===== src/rtl/wdt_pkg.sv =====
package wdt_pkg;
  localparam int OFS_RELOAD = 'h00;
  localparam int OFS_STS1   = 'h04;
  localparam int OFS_STS2   = 'h06;
  localparam int OFS_CTL1   = 'h08;
  localparam int OFS_INIT   = 'h12;

  localparam int BIT_FIRST_TO  = 3;
  localparam int BIT_SECOND_TO = 1;
  localparam int BIT_BOOT      = 2;
  localparam int BIT_HALT      = 11;

  localparam int INIT_MIN = 4;

  typedef struct packed {
    logic first;
    logic second;
    logic boot;
  } wdt_flags_t;
endpackage


===== src/rtl/wdt_prescaler.sv =====
module wdt_prescaler #(
  parameter int TICK_DIV = 75_000_000
) (
  input  logic clk,
  input  logic rst_n,
  input  logic run,
  input  logic restart,
  output logic tick_o
);
  localparam int PW = (TICK_DIV > 2) ? $clog2(TICK_DIV) : 1;
  localparam logic [PW-1:0] LAST = PW'(TICK_DIV - 1);

  logic [PW-1:0] pre_q;

  assign tick_o = run && (pre_q == LAST);

  always_ff @(posedge clk or negedge rst_n) begin
    if (!rst_n) begin
      pre_q <= '0;
    end else if (!run || restart || tick_o) begin
      pre_q <= '0;
    end else begin
      pre_q <= pre_q + 1'b1;
    end
  end
endmodule


===== src/rtl/wdt_counter.sv =====
module wdt_counter #(
  parameter int CNT_W   = 10,
  parameter int RST_VAL = 4
) (
  input  logic             clk,
  input  logic             rst_n,
  input  logic             tick,
  input  logic             reload,
  input  logic [CNT_W-1:0] load_val,
  output logic [CNT_W-1:0] cnt_o,
  output logic             expire_o
);
  logic [CNT_W-1:0] cnt_q;

  assign expire_o = tick && !reload && (cnt_q == '0);
  assign cnt_o    = cnt_q;

  always_ff @(posedge clk or negedge rst_n) begin
    if (!rst_n) begin
      cnt_q <= CNT_W'(RST_VAL);
    end else if (reload || expire_o) begin
      cnt_q <= load_val;
    end else if (tick) begin
      cnt_q <= cnt_q - 1'b1;
    end
  end
endmodule


===== src/rtl/wdt_status.sv =====
module wdt_status
  import wdt_pkg::*;
(
  input  logic       clk,
  input  logic       rst_n,
  input  logic       expire,
  input  logic       block,
  input  wdt_flags_t clr,
  output wdt_flags_t flags_o,
  output logic       req_o
);
  wdt_flags_t flags_q;
  wdt_flags_t set;

  always_comb begin
    set.first  = expire && !flags_q.first;
    set.second = expire && flags_q.first;
    set.boot   = expire && flags_q.first && flags_q.second;
  end

  always_ff @(posedge clk or negedge rst_n) begin
    if (!rst_n) begin
      flags_q <= '0;
      req_o   <= 1'b0;
    end else begin
      flags_q <= (flags_q & ~clr) | set;
      req_o   <= set.second && !block;
    end
  end

  assign flags_o = flags_q;
endmodule


===== src/rtl/wdt_regs.sv =====
module wdt_regs
  import wdt_pkg::*;
#(
  parameter int ADDR_W   = 8,
  parameter int DATA_W   = 16,
  parameter int CNT_W    = 10,
  parameter int INIT_RST = 4
) (
  input  logic              clk,
  input  logic              rst_n,
  input  logic              we,
  input  logic [ADDR_W-1:0] addr,
  input  logic [DATA_W-1:0] wdata,
  input  logic [CNT_W-1:0]  cnt,
  input  wdt_flags_t        flags,
  output logic [CNT_W-1:0]  init_o,
  output logic              halt_o,
  output logic              reload_o,
  output wdt_flags_t        clr_o,
  output logic [DATA_W-1:0] rdata
);
  localparam logic [CNT_W-1:0] FLOOR = CNT_W'(INIT_MIN);

  logic [CNT_W-1:0] init_q;
  logic             halt_q;
  logic             hit_rld, hit_s1, hit_s2, hit_ctl, hit_init;

  assign hit_rld  = (addr == ADDR_W'(OFS_RELOAD));
  assign hit_s1   = (addr == ADDR_W'(OFS_STS1));
  assign hit_s2   = (addr == ADDR_W'(OFS_STS2));
  assign hit_ctl  = (addr == ADDR_W'(OFS_CTL1));
  assign hit_init = (addr == ADDR_W'(OFS_INIT));

  assign reload_o     = we && hit_rld;
  assign clr_o.first  = we && hit_s1 && wdata[BIT_FIRST_TO];
  assign clr_o.second = we && hit_s2 && wdata[BIT_SECOND_TO];
  assign clr_o.boot   = we && hit_s2 && wdata[BIT_BOOT];

  always_ff @(posedge clk or negedge rst_n) begin
    if (!rst_n) begin
      init_q <= CNT_W'(INIT_RST);
      halt_q <= 1'b1;
    end else if (we) begin
      if (hit_init && (wdata[CNT_W-1:0] >= FLOOR)) init_q <= wdata[CNT_W-1:0];
      if (hit_ctl) halt_q <= wdata[BIT_HALT];
    end
  end

  always_comb begin
    rdata = '0;
    if (hit_rld)  rdata[CNT_W-1:0] = cnt;
    if (hit_s1)   rdata[BIT_FIRST_TO] = flags.first;
    if (hit_s2) begin
      rdata[BIT_SECOND_TO] = flags.second;
      rdata[BIT_BOOT]      = flags.boot;
    end
    if (hit_ctl)  rdata[BIT_HALT] = halt_q;
    if (hit_init) rdata[CNT_W-1:0] = init_q;
  end

  assign init_o = init_q;
  assign halt_o = halt_q;
endmodule


===== src/rtl/wdog_two_stage.sv =====
module wdog_two_stage
  import wdt_pkg::*;
#(
  parameter int TICK_DIV = 75_000_000,
  parameter int ADDR_W   = 8,
  parameter int DATA_W   = 16,
  parameter int CNT_W    = 10,
  parameter int INIT_RST = 4
) (
  input  logic              clk,
  input  logic              rst_n,
  input  logic [ADDR_W-1:0] reg_addr,
  input  logic [DATA_W-1:0] reg_wdata,
  input  logic              reg_we,
  output logic [DATA_W-1:0] reg_rdata,
  input  logic              reboot_block_i,
  output logic              reset_req_o
);
  logic [CNT_W-1:0] cnt_q;
  logic [CNT_W-1:0] init_q;
  logic             halt_q;
  logic             reload_wr;
  logic             tick;
  logic             expire;
  wdt_flags_t       flags;
  wdt_flags_t       clr;

  wdt_regs #(
    .ADDR_W(ADDR_W), .DATA_W(DATA_W), .CNT_W(CNT_W), .INIT_RST(INIT_RST)
  ) u_regs (
    .clk(clk), .rst_n(rst_n), .we(reg_we), .addr(reg_addr), .wdata(reg_wdata),
    .cnt(cnt_q), .flags(flags), .init_o(init_q), .halt_o(halt_q),
    .reload_o(reload_wr), .clr_o(clr), .rdata(reg_rdata)
  );

  wdt_prescaler #(.TICK_DIV(TICK_DIV)) u_pre (
    .clk(clk), .rst_n(rst_n), .run(!halt_q), .restart(reload_wr), .tick_o(tick)
  );

  wdt_counter #(.CNT_W(CNT_W), .RST_VAL(INIT_RST)) u_cnt (
    .clk(clk), .rst_n(rst_n), .tick(tick), .reload(reload_wr),
    .load_val(init_q), .cnt_o(cnt_q), .expire_o(expire)
  );

  wdt_status u_sts (
    .clk(clk), .rst_n(rst_n), .expire(expire), .block(reboot_block_i),
    .clr(clr), .flags_o(flags), .req_o(reset_req_o)
  );
endmodule


===== config.mk =====
export PLATFORM = sky130hd
export DESIGN_NAME = wdog_two_stage
export DESIGN_NICKNAME = d
export VERILOG_FILES = /design/src/rtl/wdt_pkg.sv /design/src/rtl/wdt_prescaler.sv /design/src/rtl/wdt_counter.sv /design/src/rtl/wdt_status.sv /design/src/rtl/wdt_regs.sv /design/src/rtl/wdog_two_stage.sv
export SDC_FILE = /design/constraint.sdc
export NUM_CORES = 1
export LEC_CHECK = 0
export ABC_AREA = 1
export BUFFER_PORTS_ARGS = -buffer_cell sky130_fd_sc_hd__buf_2
export CORE_MARGIN = 10
export CORE_UTILIZATION = 40
export DETAILED_ROUTE_END_ITERATION = 10
export PLACE_DENSITY_LB_ADDON = 0.25
export RECOVER_POWER = 100
export SYNTH_ARGS = -nofsm -noshare
export SYNTH_HDL_FRONTEND = slang
export SYNTH_SLANG_ARGS = --single-unit

===== constraint.sdc =====
create_clock -name clk -period 2 [get_ports clk]
set_clock_uncertainty 0.1 [all_clocks]
set_input_delay 0.2 -clock clk [delete_from_list [all_inputs] [get_ports clk]]
set_output_delay 0.2 -clock clk [all_outputs]
set_load 0.005 [all_outputs]

## After elaboration in Yosys (flattened, before gate mapping)

Cells that the tools add are included.

| cells by class | value |
|---|---|
| add/sub/neg operators | 2 |
| magnitude comparators | 1 |
| equal/unequal tests | 5 |
| multiplexer cells | 8 |
| bitwise operators | 3 |
| reduce and logical (&&, ||, !) cells | 26 |

Operators with widths:

| operator | number |
|---|---|
| 10-bit two-way mux | 4 |
| 27-bit by 1-bit adder with 27-bit output (second input constant) | 1 |
| 27-bit == test (second input constant) | 1 |
| 27-bit two-way mux | 1 |
| 8-bit by 3-bit == test with 1-bit output (second input constant) | 2 |
| 1-bit logical AND | 14 |
| 10-bit by 3-bit greater-or-equal comparator with 1-bit output (second input constant) | 1 |
| 10-bit logical NOT | 1 |
| 10-bit by 1-bit subtractor with 10-bit output (second input constant) | 1 |
| 8-bit by 4-bit == test with 1-bit output (second input constant) | 1 |
| 8-bit by 5-bit == test with 1-bit output (second input constant) | 1 |
| 8-bit logical NOT | 1 |
| 1-bit logical NOT | 4 |
| 2-bit AND reduction | 2 |
| 3-bit AND | 1 |
| 1-bit logical OR | 3 |
| 3-bit NOT | 1 |
| 3-bit OR | 1 |
| 1-bit two-way mux | 2 |
| 2-bit two-way mux | 1 |
| 2-bit nonzero test | 1 |

| word-level totals | value |
|---|---|
| bits in registers | 52 |
| input port bits | 28 |
| output and inout bits | 17 |
| word-level logic and storage cells | 53 |

## Logic depth before layout (Yosys ltp)

| depth | value |
|---|---|
| depth after elaboration | 8 |
| gate-level depth with buffers | 11 |
| gate-level depth less buffers | 11 |

## Modules after synthesis

From an unflattened synthesis, not the netlist that was laid out.

| unflattened totals | value |
|---|---|
| cells, all modules | 529 |
| area, all modules | 3488.3 µm² |

Modules (own cells, without submodules):

| module | times used | cells an instance | area an instance (µm²) | sequential area each (µm²) |
|---|---|---|---|---|
| wdt_prescaler | 1 | 248 | 1661.6 | 675.6 |
| wdt_regs | 1 | 142 | 898.4 | 277.8 |
| wdt_counter | 1 | 120 | 765.7 | 251.5 |
| wdt_status | 1 | 18 | 158.9 | 100.1 |
| wdog_two_stage | 1 | 1 | 3.8 | 0.0 |

## Worst setup path before layout

Ideal clock, no wire load.

| timing path | value |
|---|---|
| kind | register to register |
| start | register u_pre.pre_q[0] |
| end | register u_pre.pre_q[26] |
| library setup time | 0.118 ns |
| arrival time | 1.354 ns |
| required time | 1.782 ns |
| slack | 0.428 ns |
| cell stages (with the launch flop) | 11 |
| path buffers | 0 |
| clock period less this slack | 1.572 ns |
| cells stage by stage | dfrtp_1 > ha_1 > nand2_2 > nor2_4 > nand2_1 > inv_1 > nand2_1 > nor3_1 > nand2_1 > nand2_1 > nor2_1 |

| between the ends | value |
|---|---|
| cells in the longest elaborated chain, start to end | 4 |
| elaborated cells between the ends (all ways) | 5 |
| those cells by class | add/sub (1); eq/ne (1); mux (1); reduce/logical (2) |

RTL lines:

| element | RTL line | RTL |
|---|---|---|
| start, declared | wdt_prescaler.sv:13 | `logic [PW-1:0] pre_q;` |
| start signal, assigned | wdt_prescaler.sv:23 | `pre_q <= pre_q + 1'b1;` |
| parallel branches: the longest is 3 deep, another holds 27-bit by 1-bit adder with 27-bit output | -- |  |
| 27-bit two-way mux (*) | wdt_prescaler.sv:20 | `end else if (!run \|\| restart \|\| tick_o) begin` |

Mark *: on every way between the ends.
A chain may end at the register's enable or synchronous reset.

## Worst setup path after layout

| timing path | value |
|---|---|
| start | register u_pre.pre_q[0] |
| end | register u_pre.pre_q[16] |

Same word-level chain as after synthesis.

==> key figures <==
Placed design
  • IO Port Bufs: 34
  • Pre-CTS setup slack: 0.143 ns
  • Placed cells: 598
  • Post-DP HPWL: 6240 um
  • Post-DP Area: 3670 um^2
  • RePlAce Congestion: 0.912

Floorplanning
  • Initial Utilization: 41.3%
  • Die width: 112 um
  • DIE AREA: 12600 um^2
  • FP Rows: 33
  • Chip Height: 112 um
  • Core ar.: 8220 um^2
  • Top Ports: 45

Global route
  • Vias in the first global route: 2984
  • Wire length of the first global-routing pass: 14000 um
  • Gr usage total: 13.0%
  • Pin count of the biggest net entering global routing: 53
  • Total gr overflow: 0
  • Initial antenna violation count: 0

STA
  • Hold Slack: 0.00904 ns
  • Slack of the critical path: 0.108 ns
  • Final setup fails: 0
  • Setup TNS Final: 0 ns
  • Max frequency: 528 MHz
  • RSZ-0062 raised after global routing: false
  • Final Max Slew Viols: 0
  • Slew headroom: 9.41%
  • Fin crit period: 1.89 ns
  • Slew @ Worst Pin: 1.36 ns
  • Final worst-path cycle share: 94.6%
  • Count of final hold-check violations: 0

Route
  • Final wirelength: 8180 um
  • Drt via density: 4.89
  • Final ANT Viol Nets: 0
  • Drt drc: 0
  • DRT Pass-1 Iters: 5
  • Iteration-0 DRC Markers: 95
  • Vias: 2981
  • Drt wl/cell: 13.4 um

Cells and area
  • Fraction of layout cells with a size suffix above 1: 15.9%
  • # diodes: 0
  • Fillers: 858
  • Layout Cell Area excl Fill: 3740 um^2
  • Fin nets: 534
  • Fin util: 45.5%
  • Area growth syn-to-layout: 10.2%
  • Finished Layout Cells: 609

Synth
  • Prevailing post-synth register cell: dfrtp_1
  • Sequential element share of the synthesized area: 38.5%
  • Cell count after synthesis: 460
  • Syn avg cell area: 7.37 um^2
  • Yosys warnings: 0
  • Async set or reset register ratio after synthesis: 100%
  • Number of enable flip-flop cells after synthesis: 0
  • #FFs+latches synth: 52
  • Synth Cell Area: 3390 um^2
  • Number of library cell types mapped by synthesis: 40

Pwr
  • Switching share of power: 25.9%
  • Psw: 0.534 mW
  • Power Density: 552 nW/um^2
  • VDD IR max: 286 uV
  • Share of power burned in registers: 53.8%
  • Int Pwr: 1.53 mW
  • Pwr Total: 2.06 mW
  • Logic gate share of total power: 9.0%
  • Clock network fraction of total power: 37.2%
  • Leak: 1.75 nW

Clocking
  • Post-CTS setup buffer count: 0
  • CTS HTree Levels: 2
  • Clock transition at path regs: 0.11 ns
  • Deepest clock path buffer count: 2
  • Clock latency on the worst-skew pair: 0.32 ns
  • CTS Root Cell: clkbuf_8
  • TritonCTS buffer count: 5
  • CTS tree: built
  • Clock sinks: 52

Worst setup path
  • Largest fanout on the critical path: 5
  • CP endpoint kind: register
  • Critical setup path kind: reg2reg
  • CP Launch Type: register
  • Worst Path Required: 2.11 ns
  • CP arrival: 2.00 ns

Run
  • Max-cap violations: 0

Min path
  • Hold Path Class: in2reg

Run status
  • Status: complete, no violations
area by class of cell:
class / count / area (um^2) / share of cell area (%)
Clock buffer: 5 / 68.8 / 1.84
Clock inverter: 3 / 46.3 / 1.24
Inverter: 65 / 244 / 6.53
Multi-Input combinational cell: 335 / 1700 / 45.6
Sequential cell: 52 / 1310 / 34.9
Tap cell: 105 / 131 / 3.52
Timing Repair Buffer: 44 / 238 / 6.36
synthesized netlist by cell type, types with 2 or more instances:
master	number	area share, %
o22ai_1	7	1.3
nand2_1	105	12
nor4_1	3	0.55
inv_2	7	0.78
buf_4	8	1.8
nor2_2	4	0.74
nand2_2	6	1.1
dfstp_2	3	2.3
xor2_1	9	2.3
o21ai_1	2	0.30
o21ai_0	5	0.74
nand3_2	11	3.2
dfrtp_1	49	36
nor2_4	3	1.0
a21oi_2	8	2.1
nor2_1	87	9.6
nor3_2	7	2.1
nor3_1	14	2.1
xnor2_1	8	2.1
ha_1	3	1.1
nand4_1	8	1.5
nand2_4	2	0.66
nand3_1	27	4.0
inv_1	57	6.3
buf_6	2	0.66
critical path, cell delays in order (launching register included):
cell and delay, ns:
dfrtp_1 0.43, ha_1 0.20, nand2_2 0.08, nor2_4 0.15, nand2_1 0.18, nor3_2 0.29
nand3_1 0.13, xor2_1 0.16, nor2_1 0.05
sequential cells by signal, summed over array words and instances (netlist names):
register / count
u_pre.pre_q: 27
u_cnt.cnt_o: 10
u_regs.init_o: 10
u_sts.flags_o: 3
u_regs.halt_o: 1
u_sts.req_o: 1
what timing repair did:
action                     CTS  global route
hold buffers                 3             0
setup endpoints to repair    0             3
gates resized for setup      0             2
hold endpoints to repair    51             0
kinds of logic (layout without fill, tap and decap cells):
family / Yosys count / count (layout) / synth area share [%]
buffers and inverters: 77 / 117 / 10.2
AND/OR/NAND/NOR: 282 / 282 / 39.9
flip-flops: 52 / 52 / 38.5
AO/OA/AOI/OAI: 28 / 28 / 5.76
XOR/XNOR: 17 / 17 / 4.39
other: 1 / 5 / 0.111
adder cells (fa/ha/maj): 3 / 3 / 1.11
path summary, 6_finish.rpt:
check | from | to | slack (ns) | depth (start not counted)
worst min-delay path | reg_wdata[0] | u_regs.init_o[0] | 0.009 | 3
max in group asynchronous | rst_n | u_pre.pre_q[10] | 0.28 | 3
worst max register to register | u_pre.pre_q[0] | u_pre.pre_q[16] | 0.11 | 8
worst min register to register | u_cnt.cnt_o[2] | u_cnt.cnt_o[2] | 0.40 | 2
worst max-delay path | u_pre.pre_q[0] | u_pre.pre_q[16] | 0.11 | 8
min in group asynchronous | rst_n | u_regs.init_o[3] | 0.69 | 3
routing by layer:
metal,routed length (um),global-route usage [%]
met5,0,0
met4,123,3.64
met3,309,3.67
met2,3890,22.0
met1,3860,15.9
power by group through the flow:
stage	clock network (mW)	logic, mW	registers [mW]
final	0.767	0.186	1.11
after global placement	0	0.189	1.13
after CTS	0.793	0.198	1.11
after detailed placement	0	0.192	1.13
after floorplan	0	0.117	1.12
after global routing	0.846	0.214	1.11
cells in the final DEF (no fill, tap or decap), types with 8 or more instances in the layout:
cell      instances
xnor2_1           8
inv_1            57
nor2_1           87
dfrtp_1          49
nand3_1          33
a21oi_2           8
xor2_1            9
clkbuf_1         14
nand4_1           8
nand2_1         105
buf_2            23
nor3_1           15
No activity file was read; power rests on OpenSTA's default activity.
